$ cat src/rtl/iwt_pkg.sv
package iwt_pkg;

    localparam int ADDR_W        = 32;
    localparam int MSG_SPAN_BITS = 12;
    localparam int REG_SEL_W     = 2;
    localparam int CODE_W        = 2;
    localparam int PAGE_W        = ADDR_W - MSG_SPAN_BITS;

    typedef logic [ADDR_W-1:0] addr_t;

    typedef enum logic [CODE_W-1:0] {
        CMD_MEM_RD = 2'd0,
        CMD_MEM_WR = 2'd1,
        CMD_CFG_RD = 2'd2,
        CMD_CFG_WR = 2'd3
    } cmd_e;

    typedef enum logic [CODE_W-1:0] {
        BURST_LINEAR = 2'd0,
        BURST_TOGGLE = 2'd1,
        BURST_WRAP   = 2'd2,
        BURST_RSVD   = 2'd3
    } burst_e;

    typedef enum logic [REG_SEL_W-1:0] {
        SEL_BASE  = 2'd0,
        SEL_MASK  = 2'd1,
        SEL_XLATE = 2'd2,
        SEL_CTRL  = 2'd3
    } reg_sel_e;

    typedef struct packed {
        addr_t base;
        addr_t mask;
        addr_t xlate;
        logic  enable;
    } window_cfg_t;

    typedef struct packed {
        logic  valid;
        logic  claim;
        logic  msg_hit;
        logic  fwd;
        logic  disconnect;
        addr_t xlat_addr;
    } result_t;

    localparam result_t RESULT_IDLE = '0;

    // Window membership: masked address equals the programmed base.
    function automatic logic window_match(input addr_t a, input addr_t m, input addr_t b);
        return (a & m) == b;
    endfunction

    // Translation: keep the bits the mask leaves free, overlay translate value.
    function automatic addr_t remap(input addr_t a, input addr_t m, input addr_t x);
        return (a & ~m) | x;
    endfunction

    // Messaging region: same 4 KB page as the window base.
    function automatic logic same_page(input addr_t a, input addr_t b);
        return a[ADDR_W-1:MSG_SPAN_BITS] == b[ADDR_W-1:MSG_SPAN_BITS];
    endfunction

endpackage

$ cat src/rtl/iwt_cfg_regs.sv
module iwt_cfg_regs
    import iwt_pkg::*;
(
    input  logic                 clk,
    input  logic                 rst,
    input  logic                 we,
    input  logic [REG_SEL_W-1:0] sel,
    input  addr_t                wdata,
    output window_cfg_t          cfg
);

    window_cfg_t cfg_q;
    window_cfg_t cfg_d;

    always_comb begin
        cfg_d = cfg_q;
        if (we) begin
            unique case (reg_sel_e'(sel))
                SEL_BASE:  cfg_d.base   = wdata;
                SEL_MASK:  cfg_d.mask   = wdata;
                SEL_XLATE: cfg_d.xlate  = wdata;
                SEL_CTRL:  cfg_d.enable = wdata[0];
                default:   cfg_d = cfg_q;
            endcase
        end
    end

    always_ff @(posedge clk) begin
        if (rst) begin
            cfg_q <= '0;
        end else begin
            cfg_q <= cfg_d;
        end
    end

    assign cfg = cfg_q;

endmodule

$ cat src/rtl/iwt_cmd_classify.sv
module iwt_cmd_classify
    import iwt_pkg::*;
(
    input  logic [CODE_W-1:0] cmd,
    input  logic [CODE_W-1:0] burst,
    output logic              is_mem,
    output logic              nonlinear
);

    cmd_e   cmd_c;
    burst_e burst_c;

    always_comb begin
        cmd_c   = cmd_e'(cmd);
        burst_c = burst_e'(burst);
        unique case (cmd_c)
            CMD_MEM_RD, CMD_MEM_WR: is_mem = 1'b1;
            CMD_CFG_RD, CMD_CFG_WR: is_mem = 1'b0;
            default:                is_mem = 1'b0;
        endcase
        nonlinear = (burst_c != BURST_LINEAR);
    end

endmodule

$ cat src/rtl/iwt_window_match.sv
module iwt_window_match
    import iwt_pkg::*;
(
    input  addr_t       addr,
    input  window_cfg_t cfg,
    output logic        hit,
    output logic        in_msg,
    output addr_t       remapped
);

    logic [PAGE_W-1:0] addr_page;
    logic [PAGE_W-1:0] base_page;

    assign addr_page = addr[ADDR_W-1:MSG_SPAN_BITS];
    assign base_page = cfg.base[ADDR_W-1:MSG_SPAN_BITS];

    always_comb begin
        hit      = cfg.enable && window_match(addr, cfg.mask, cfg.base);
        in_msg   = (addr_page == base_page) && same_page(addr, cfg.base);
        remapped = remap(addr, cfg.mask, cfg.xlate);
    end

endmodule

$ cat src/rtl/iwt_window_xlate.sv
module iwt_window_xlate
    import iwt_pkg::*;
(
    input  logic                 clk,
    input  logic                 rst,
    input  logic                 cfg_we,
    input  logic [REG_SEL_W-1:0] cfg_sel,
    input  logic [ADDR_W-1:0]    cfg_wdata,
    input  logic                 addr_valid,
    input  logic [ADDR_W-1:0]    addr,
    input  logic [CODE_W-1:0]    cmd,
    input  logic [CODE_W-1:0]    burst,
    output logic                 res_valid,
    output logic                 claim,
    output logic                 msg_hit,
    output logic                 fwd,
    output logic                 disconnect,
    output logic [ADDR_W-1:0]    xlat_addr
);

    window_cfg_t cfg_q;
    logic        win_hit;
    logic        win_msg;
    addr_t       win_addr;
    logic        cmd_mem;
    logic        cmd_nonlin;
    result_t     res_d;
    result_t     res_q;

    iwt_cfg_regs u_regs (
        .clk   (clk),
        .rst   (rst),
        .we    (cfg_we),
        .sel   (cfg_sel),
        .wdata (cfg_wdata),
        .cfg   (cfg_q)
    );

    iwt_cmd_classify u_cls (
        .cmd       (cmd),
        .burst     (burst),
        .is_mem    (cmd_mem),
        .nonlinear (cmd_nonlin)
    );

    iwt_window_match u_match (
        .addr     (addr),
        .cfg      (cfg_q),
        .hit      (win_hit),
        .in_msg   (win_msg),
        .remapped (win_addr)
    );

    always_comb begin
        res_d = RESULT_IDLE;
        if (addr_valid) begin
            res_d.valid      = 1'b1;
            res_d.claim      = win_hit && cmd_mem;
            res_d.msg_hit    = res_d.claim && win_msg;
            res_d.fwd        = res_d.claim && !win_msg;
            res_d.disconnect = res_d.claim && cmd_nonlin;
            res_d.xlat_addr  = res_d.fwd ? win_addr : '0;
        end
    end

    always_ff @(posedge clk) begin
        if (rst) begin
            res_q <= RESULT_IDLE;
        end else begin
            res_q <= res_d;
        end
    end

    assign res_valid  = res_q.valid;
    assign claim      = res_q.claim;
    assign msg_hit    = res_q.msg_hit;
    assign fwd        = res_q.fwd;
    assign disconnect = res_q.disconnect;
    assign xlat_addr  = res_q.xlat_addr;

endmodule

$ cat config.mk
export PLATFORM = sky130hd
export DESIGN_NAME = iwt_window_xlate
export DESIGN_NICKNAME = d
export VERILOG_FILES = /design/src/rtl/iwt_pkg.sv /design/src/rtl/iwt_cfg_regs.sv /design/src/rtl/iwt_cmd_classify.sv /design/src/rtl/iwt_window_match.sv /design/src/rtl/iwt_window_xlate.sv
export SDC_FILE = /design/constraint.sdc
export NUM_CORES = 1
export LEC_CHECK = 0
export ABC_AREA = 1
export BUFFER_PORTS_ARGS = -buffer_cell sky130_fd_sc_hd__buf_2
export CORE_ASPECT_RATIO = 0.75
export CORE_MARGIN = 2
export CORE_UTILIZATION = 28
export CTS_BUF_LIST = sky130_fd_sc_hd__clkbuf_16
export DETAILED_ROUTE_END_ITERATION = 12
export GPL_TIMING_DRIVEN = 0
export PLACE_DENSITY_LB_ADDON = 0.2
export SLEW_MARGIN = 20
export SYNTH_ARGS = -nofsm -noshare
export SYNTH_HDL_FRONTEND = slang
export SYNTH_SLANG_ARGS = --single-unit
$ cat constraint.sdc
create_clock -name clk -period 2.25 [get_ports clk]
set_input_delay 0.225 -clock clk [delete_from_list [all_inputs] [get_ports clk]]
set_output_delay 0.225 -clock clk [all_outputs]
set_load 0.02 [all_outputs]
== Word-level counts from Yosys, hierarchy flattened ==
Index checks and enable logic that the tools add are counted.
Storage, ports and cells
  word-level logic and storage cells: 44
  flip-flop bits (word level): 134
  output and inout bits: 37
  input bits: 74
Cells by class
  reduce and logical (&&, ||, !) cells: 17
  mux-type cells: 3
  bitwise logic cells: 6
  equal/unequal tests: 8
Operators with widths (number)
  $and A32 B32 Y32: 2
  $mux W37: 1
  $eq A32 B32 Y1: 1
  $mux W32: 1
  $not A32 Y32: 1
  $or A32 B32 Y32: 1
  $eq A20 B20 Y1: 1
  $eq A2 B2 Y1 const B: 4
  $reduce_and A2 Y1: 4
  $reduce_or A2 Y1: 3
  $logic_and A1 B1 Y1: 5
  $eq A2 B1 Y1 const B: 2
  $logic_not A2 Y1: 2
  $reduce_or A3 Y1: 1
  $not A1 Y1: 2
  $pmux W1 S2: 1
  $reduce_bool A2 Y1: 1
  $logic_not A1 Y1: 1

== Logic depth before layout (Yosys ltp) ==
  word-level depth: 7
  depth in mapped cells: 11
  gate-level depth less buffers: 10

== Modules after synthesis ==
From an unflattened synthesis, not the netlist that was laid out.
Second synthesis, totals
  cells, all modules: 1015
  area total of the unflattened synthesis: 6681.4 um^2
Modules (own cells, without submodules)
  iwt_cfg_regs: area each 4170.2 um^2, times used 1, seq. area each 1941.9 um^2, cells each 624
  iwt_window_match: area each 1288.7 um^2, times used 1, seq. area each 0.0 um^2, cells each 270
  iwt_window_xlate: area each 1207.4 um^2, times used 1, seq. area each 740.7 um^2, cells each 117
  iwt_cmd_classify: area each 15.0 um^2, times used 1, seq. area each 0.0 um^2, cells each 4

== Worst setup path before layout ==
No wires, ideal clock.
  kind: flip-flop to flip-flop
  from: register u_regs.cfg[94] (netlist name)
  to: register res_q (netlist bit xlat_addr[10])
  period minus slack after synthesis: 1354 ps
  buffers on the path: 1
  data arrival time: 1293 ps
  required time: 2188 ps
  setup slack: 896 ps
  stages on the path, launching flop included: 10
  setup time: 62 ps
  path through: dfxtp_1 inv_1 nand2_1 nor2_1 nor3_1 nand2_1 nor2_1 nand4_4 buf_6 nor2_2
On the way
  cells in the longest elaborated chain, start to end: 6
  elaborated cells on any way between the ends: 8
  classes of those cells: 2 x eq/ne; 1 x bitwise; 5 x reduce/logical
Ends and longest elaborated chain
  $eq A32 B32 Y1: RTL line iwt_pkg.sv:52  | return (a & m) == b;
  $logic_and A1 B1 Y1: RTL line iwt_window_match.sv:18  | hit = cfg.enable && window_match(addr, cfg.mask, cfg.base);
  $logic_and A1 B1 Y1: RTL line iwt_window_xlate.sv:58  | res_d.claim = win_hit && cmd_mem;
  $logic_and A1 B1 Y1 *: RTL line iwt_window_xlate.sv:60  | res_d.fwd = res_d.claim && !win_msg;
  $not A1 Y1 (no line) *
  $reduce_or A3 Y1 (no line) *
  to (signal assigned): RTL line iwt_window_xlate.sv:70  | res_q <= res_d;
  to (decl): RTL line iwt_window_xlate.sv:28  | result_t res_q;
Every way passes the cells marked *; elsewhere a longest branch is shown, timed or not.
A chain may end at the register's enable or synchronous reset.

== Worst setup path after layout ==
  from: register u_regs.cfg[89] (netlist name)
  to: register res_q (netlist bit xlat_addr[20])
On the way
  cells in the longest elaborated chain, start to end: 6
  elaborated cells on any way between the ends: 8
  classes of those cells: 2 x eq/ne; 1 x bitwise; 5 x reduce/logical
Ends and longest elaborated chain (RTL line)
  $eq A32 B32 Y1: iwt_pkg.sv:52
  $logic_and A1 B1 Y1: iwt_window_match.sv:18
  $logic_and A1 B1 Y1: iwt_window_xlate.sv:58
  $logic_and A1 B1 Y1 *: iwt_window_xlate.sv:60
  $not A1 Y1 (no line) *
  $reduce_or A3 Y1 (no line) *
Marked as above.

==> results by group <==
Run status
  – Run status: finished clean

Timing
  – Setup TNS: 0 ns
  – Final hold vios: 0
  – Final Skew: 0.0131 ns
  – Ratio of final minimum period to clock period: 0.826
  – Worst slew margin relative to its limit: 0.500
  – Final critical delay including setup and external delays: roughly 1.9 ns
  – Max-slew violations: 0
  – Min Hold Slack: 0.0169 ns
  – Endpoints failing setup: 0
  – Actual transition at the worst max-transition pin: 0.750 ns
  – Achievable clock frequency: 538 MHz
  – RSZ-0062 raised after global routing: false

Place
  – Quantity of I/O buffers inserted on ports: roughly 110
  – Total half-perimeter wirelength after legalization and detailed placement: 14200 um
  – Routability congestion estimate from global placement: 0.829
  – Post-place instance area: 0.00653 sq mm

GRT
  – Maximum number of pins on one net before global-route repair: 17
  – Highest-utilization routing layer at the global route stage: met1
  – Antenna violations before repair: 3
  – Met1 Track Usage GR: 0.263
  – GR Util met3: 0.0561
  – GRT Total Usage: 0.181
  – Aggregate global routing overflow: 0
  – GR met2 Demand/Resource: 0.263
  – Vias in the first global route: 5053
  – Global-route wire length before repair: 29200 um

Drt
  – Routed wire per std cell: 16.4 um
  – Detailed-route vias per instance: 4.65
  – Violation count after the first detailed-routing iteration: 381
  – Drt first pass iters: 5
  – Post-detailed-routing wire length: 19100 um
  – Detailed-route via count: 5421
  – Final routed DRC violation total: 0
  – Number of routed nets with antenna violations: 0

Clocking
  – Resize count post-CTS: 0
  – Number of setup buffers added after CTS: 0
  – Clock net sink count: 134
  – Number of buffers between clock root and the deepest sink: 2
  – Clock transition at the registers of the reported paths: 0.06 ns
  – Post-CTS Hold Fix Bufs: 0
  – CTS Buf Count: 17
  – Clock tree from TritonCTS: done
  – Clock latency reported for the late side of the worst-skew pair: 0.43 ns
  – Root buffer cell: sky130_fd_sc_hd__clkbuf_16
  – H-Tree Depth: 4

Synth
  – Number of instances in the synthesized netlist: 769
  – Most used DFF post-synth: sky130_fd_sc_hd__dfxtp_1
  – Sequential fraction of the synthesis area: 0.473
  – Ys async rst share: 0
  – Register bit count reported by yosys: 134
  – Total number of yosys warnings: 0
  – Post-synthesis instance area: 0.00567 sq mm
  – Mapped Avg Cell Area: 7.38 sq um
  – Number of enable flip-flop cells after synthesis: 0
  – Post-Syn Nets: 843
  – Synth unique cells: 25

Flow run
  – Max-cap violation count: 0

Setup path
  – Cell chain of the critical path: inv_1 > nand2_1 > nand2_1 > nand2_1 > nand2_1 > nor2_1 > nand2_1 > nor2_1 > nand4_4 > buf_6 > nor2_2
  – Type of destination of the critical path: flip-flop
  – Slowest cell delay on critical path: between 0.3 and 0.4 ns
  – Element type at the critical path start: flip-flop
  – Slowest library cell on the worst path: sky130_fd_sc_hd__dfxtp_1
  – Category of the critical setup timing path: flip-flop to flip-flop
  – Total number of cells along the worst setup path: 11
  – Worst reg-to-reg path cell count: 11
  – Largest fanout on the critical path: 10
  – Critical path data required time: 2.61 ns
  – CP Data Arrival Time: 2.22 ns
  – Most numerous cell on the critical path: sky130_fd_sc_hd__nand2_1
  – WP buf/inv: 2
  – Largest delay contributor family on the critical path: simple AND/OR/NAND/NOR gates

Pwr
  – Fraction of power consumed by sequential logic: 0.431
  – Cell Int Power: approximately 4200 uW
  – Power per standard cell area: 815 mW/mm^2
  – Sw Pwr: 1530 uW
  – Switching part of the total power: 0.265
  – Maximum VDD drop: 0.000368 V
  – Post-layout power: 5780 uW
  – Logic gate share of total power: 0.098
  – Clock share of power: 0.470
  – Leakage Power: about 0.0030 uW

Floorplanning
  – Initial core utilization: 0.283
  – Overall die area: 0.0214 sq mm
  – FP Rows: 45
  – Core area: roughly 0.02 sq mm
  – Number of top-level design ports: 111
  – Die H: 127 um
  – Chip width: 168 um

Layout
  – Layout fillers: roughly 2200
  – Final Cell Area: 0.00709 sq mm
  – Commonest non-fill, non-tap cell in the layout: sky130_fd_sc_hd__nand2_1
  – Synth-to-Final Area Change: 25.0%
  – Ratio of cells with drive above 1 in the final layout: 0.202
  – Highest-count cells in the layout ignoring fill and taps: 181 x sky130_fd_sc_hd__nand2_1, 134 x sky130_fd_sc_hd__dfxtp_1, 114 x sky130_fd_sc_hd__buf_2, 101 x sky130_fd_sc_hd__nor2_1, 73 x sky130_fd_sc_hd__a21oi_1
  – Post-layout nets: ~970

Min path
  – Worst min-delay path category: input port to flip-flop
  – Number of cells on the worst hold path: 2
-- power by group through the flow --
stage	clock network (uW)	logic [uW]	registers (uW)
6_report	2720	568	2490
3_5_place_dp	0	564	2540
5_1_grt	2880	631	2500
4_1_cts	2760	567	2490
3_3_place_gp	0	565	2540
2_1_floorplan	0	330	2530
-- layout make-up --
| class | count | area [sq um] | area share |
|---|---|---|---|
| inverter | 74 | 278 | 0.0392 |
| antenna | 1 | 2.50 | 0.000353 |
| timing repair buffer | 106 | 531 | 0.0748 |
| buffer | 40 | 194 | 0.0274 |
| clock buffer | 17 | 425 | 0.0600 |
| multi-input combinational | 521 | 2520 | 0.355 |
| sequential | 134 | 2680 | 0.378 |
| tap | 258 | 323 | 0.0455 |
| clock inverter | 14 | 135 | 0.0191 |
-- kinds of logic (layout without fill, tap and decap cells) --
| logic type | count (synthesis) | in the layout | share of synthesized area |
|---|---|---|---|
| AO/OA/AOI/OAI | 130 | 130 | 0.136 |
| other | 0 | 1 | 0 |
| XOR/XNOR | 5 | 5 | 0.00772 |
| buffers and inverters | 114 | 251 | 0.0831 |
| AND/OR/NAND/NOR | 386 | 386 | 0.300 |
| flip-flops | 134 | 134 | 0.473 |
-- worst paths after layout --
path                                                  start                           to  slack (ns)
worst max-delay path            u_regs.cfg[89]$_SDFFE_PP0P_     xlat_addr[20]$_SDFF_PP0_        0.39
worst min-delay path                                    rst         res_valid$_SDFF_PP0_        0.02
worst max register to register  u_regs.cfg[89]$_SDFFE_PP0P_     xlat_addr[20]$_SDFF_PP0_        0.39
worst min register to register  u_regs.cfg[18]$_SDFFE_PP0P_  u_regs.cfg[18]$_SDFFE_PP0P_        0.46
-- metal layers --
metal	share of wire	vias to the layer above
li1	-	2765
met1	0.51	2470
met2	0.41	175
met3	0.077	9
met4	0.0067	2
met5	0.00063	-
-- worst reg2reg max path, stage by stage (launching register included) --
cell,delay [ns]
sky130_fd_sc_hd__dfxtp_1,0.35
sky130_fd_sc_hd__inv_1,0.07
sky130_fd_sc_hd__nand2_1,0.06
sky130_fd_sc_hd__nand2_1,0.06
sky130_fd_sc_hd__nand2_1,0.14
sky130_fd_sc_hd__nand2_1,0.07
sky130_fd_sc_hd__nor2_1,0.12
sky130_fd_sc_hd__nand2_1,0.06
sky130_fd_sc_hd__nor2_1,0.27
sky130_fd_sc_hd__nand4_4,0.26
sky130_fd_sc_hd__buf_6,0.24
sky130_fd_sc_hd__nor2_2,0.10
-- cells in the mapped netlist (2+ instances only) --
cell type | number | share of area
sky130_fd_sc_hd__xor2_1 | 5 | 0.0077
sky130_fd_sc_hd__buf_2 | 8 | 0.0071
sky130_fd_sc_hd__dfxtp_1 | 134 | 0.47
sky130_fd_sc_hd__a21oi_1 | 73 | 0.064
sky130_fd_sc_hd__buf_1 | 6 | 0.0040
sky130_fd_sc_hd__buf_6 | 4 | 0.0079
sky130_fd_sc_hd__nor2_2 | 30 | 0.033
sky130_fd_sc_hd__o21ai_1 | 2 | 0.0018
sky130_fd_sc_hd__or2_2 | 2 | 0.0022
sky130_fd_sc_hd__inv_1 | 72 | 0.048
sky130_fd_sc_hd__nand2_1 | 181 | 0.12
sky130_fd_sc_hd__o21ai_0 | 5 | 0.0044
sky130_fd_sc_hd__a211oi_1 | 49 | 0.065
sky130_fd_sc_hd__nor2_4 | 2 | 0.0040
sky130_fd_sc_hd__nand3_1 | 26 | 0.023
sky130_fd_sc_hd__nor2_1 | 101 | 0.067
sky130_fd_sc_hd__clkbuf_1 | 21 | 0.014
sky130_fd_sc_hd__nand4_1 | 41 | 0.045
-- sequential cells by signal, summed over array words and instances, names as in the netlist --
name        cells
claim           1
disconnect      1
fwd             1
msg_hit         1
res_valid       1
u_regs.cfg     97
xlat_addr      32
-- per-stage QoR --
stage / util / setup slack [ns] / std cells
6_report: 0.354 / 0.391 / 1165
5_1_grt: 0.354 / 0.215 / 1164
4_1_cts: 0.354 / 0.396 / 1164
3_5_place_dp: 0.326 / 0.360 / 1133
3_3_place_gp: 0.326 / 0.342 / 1133
2_1_floorplan: - / 0.896 / 769
Power figures use the tool's default switching activity.
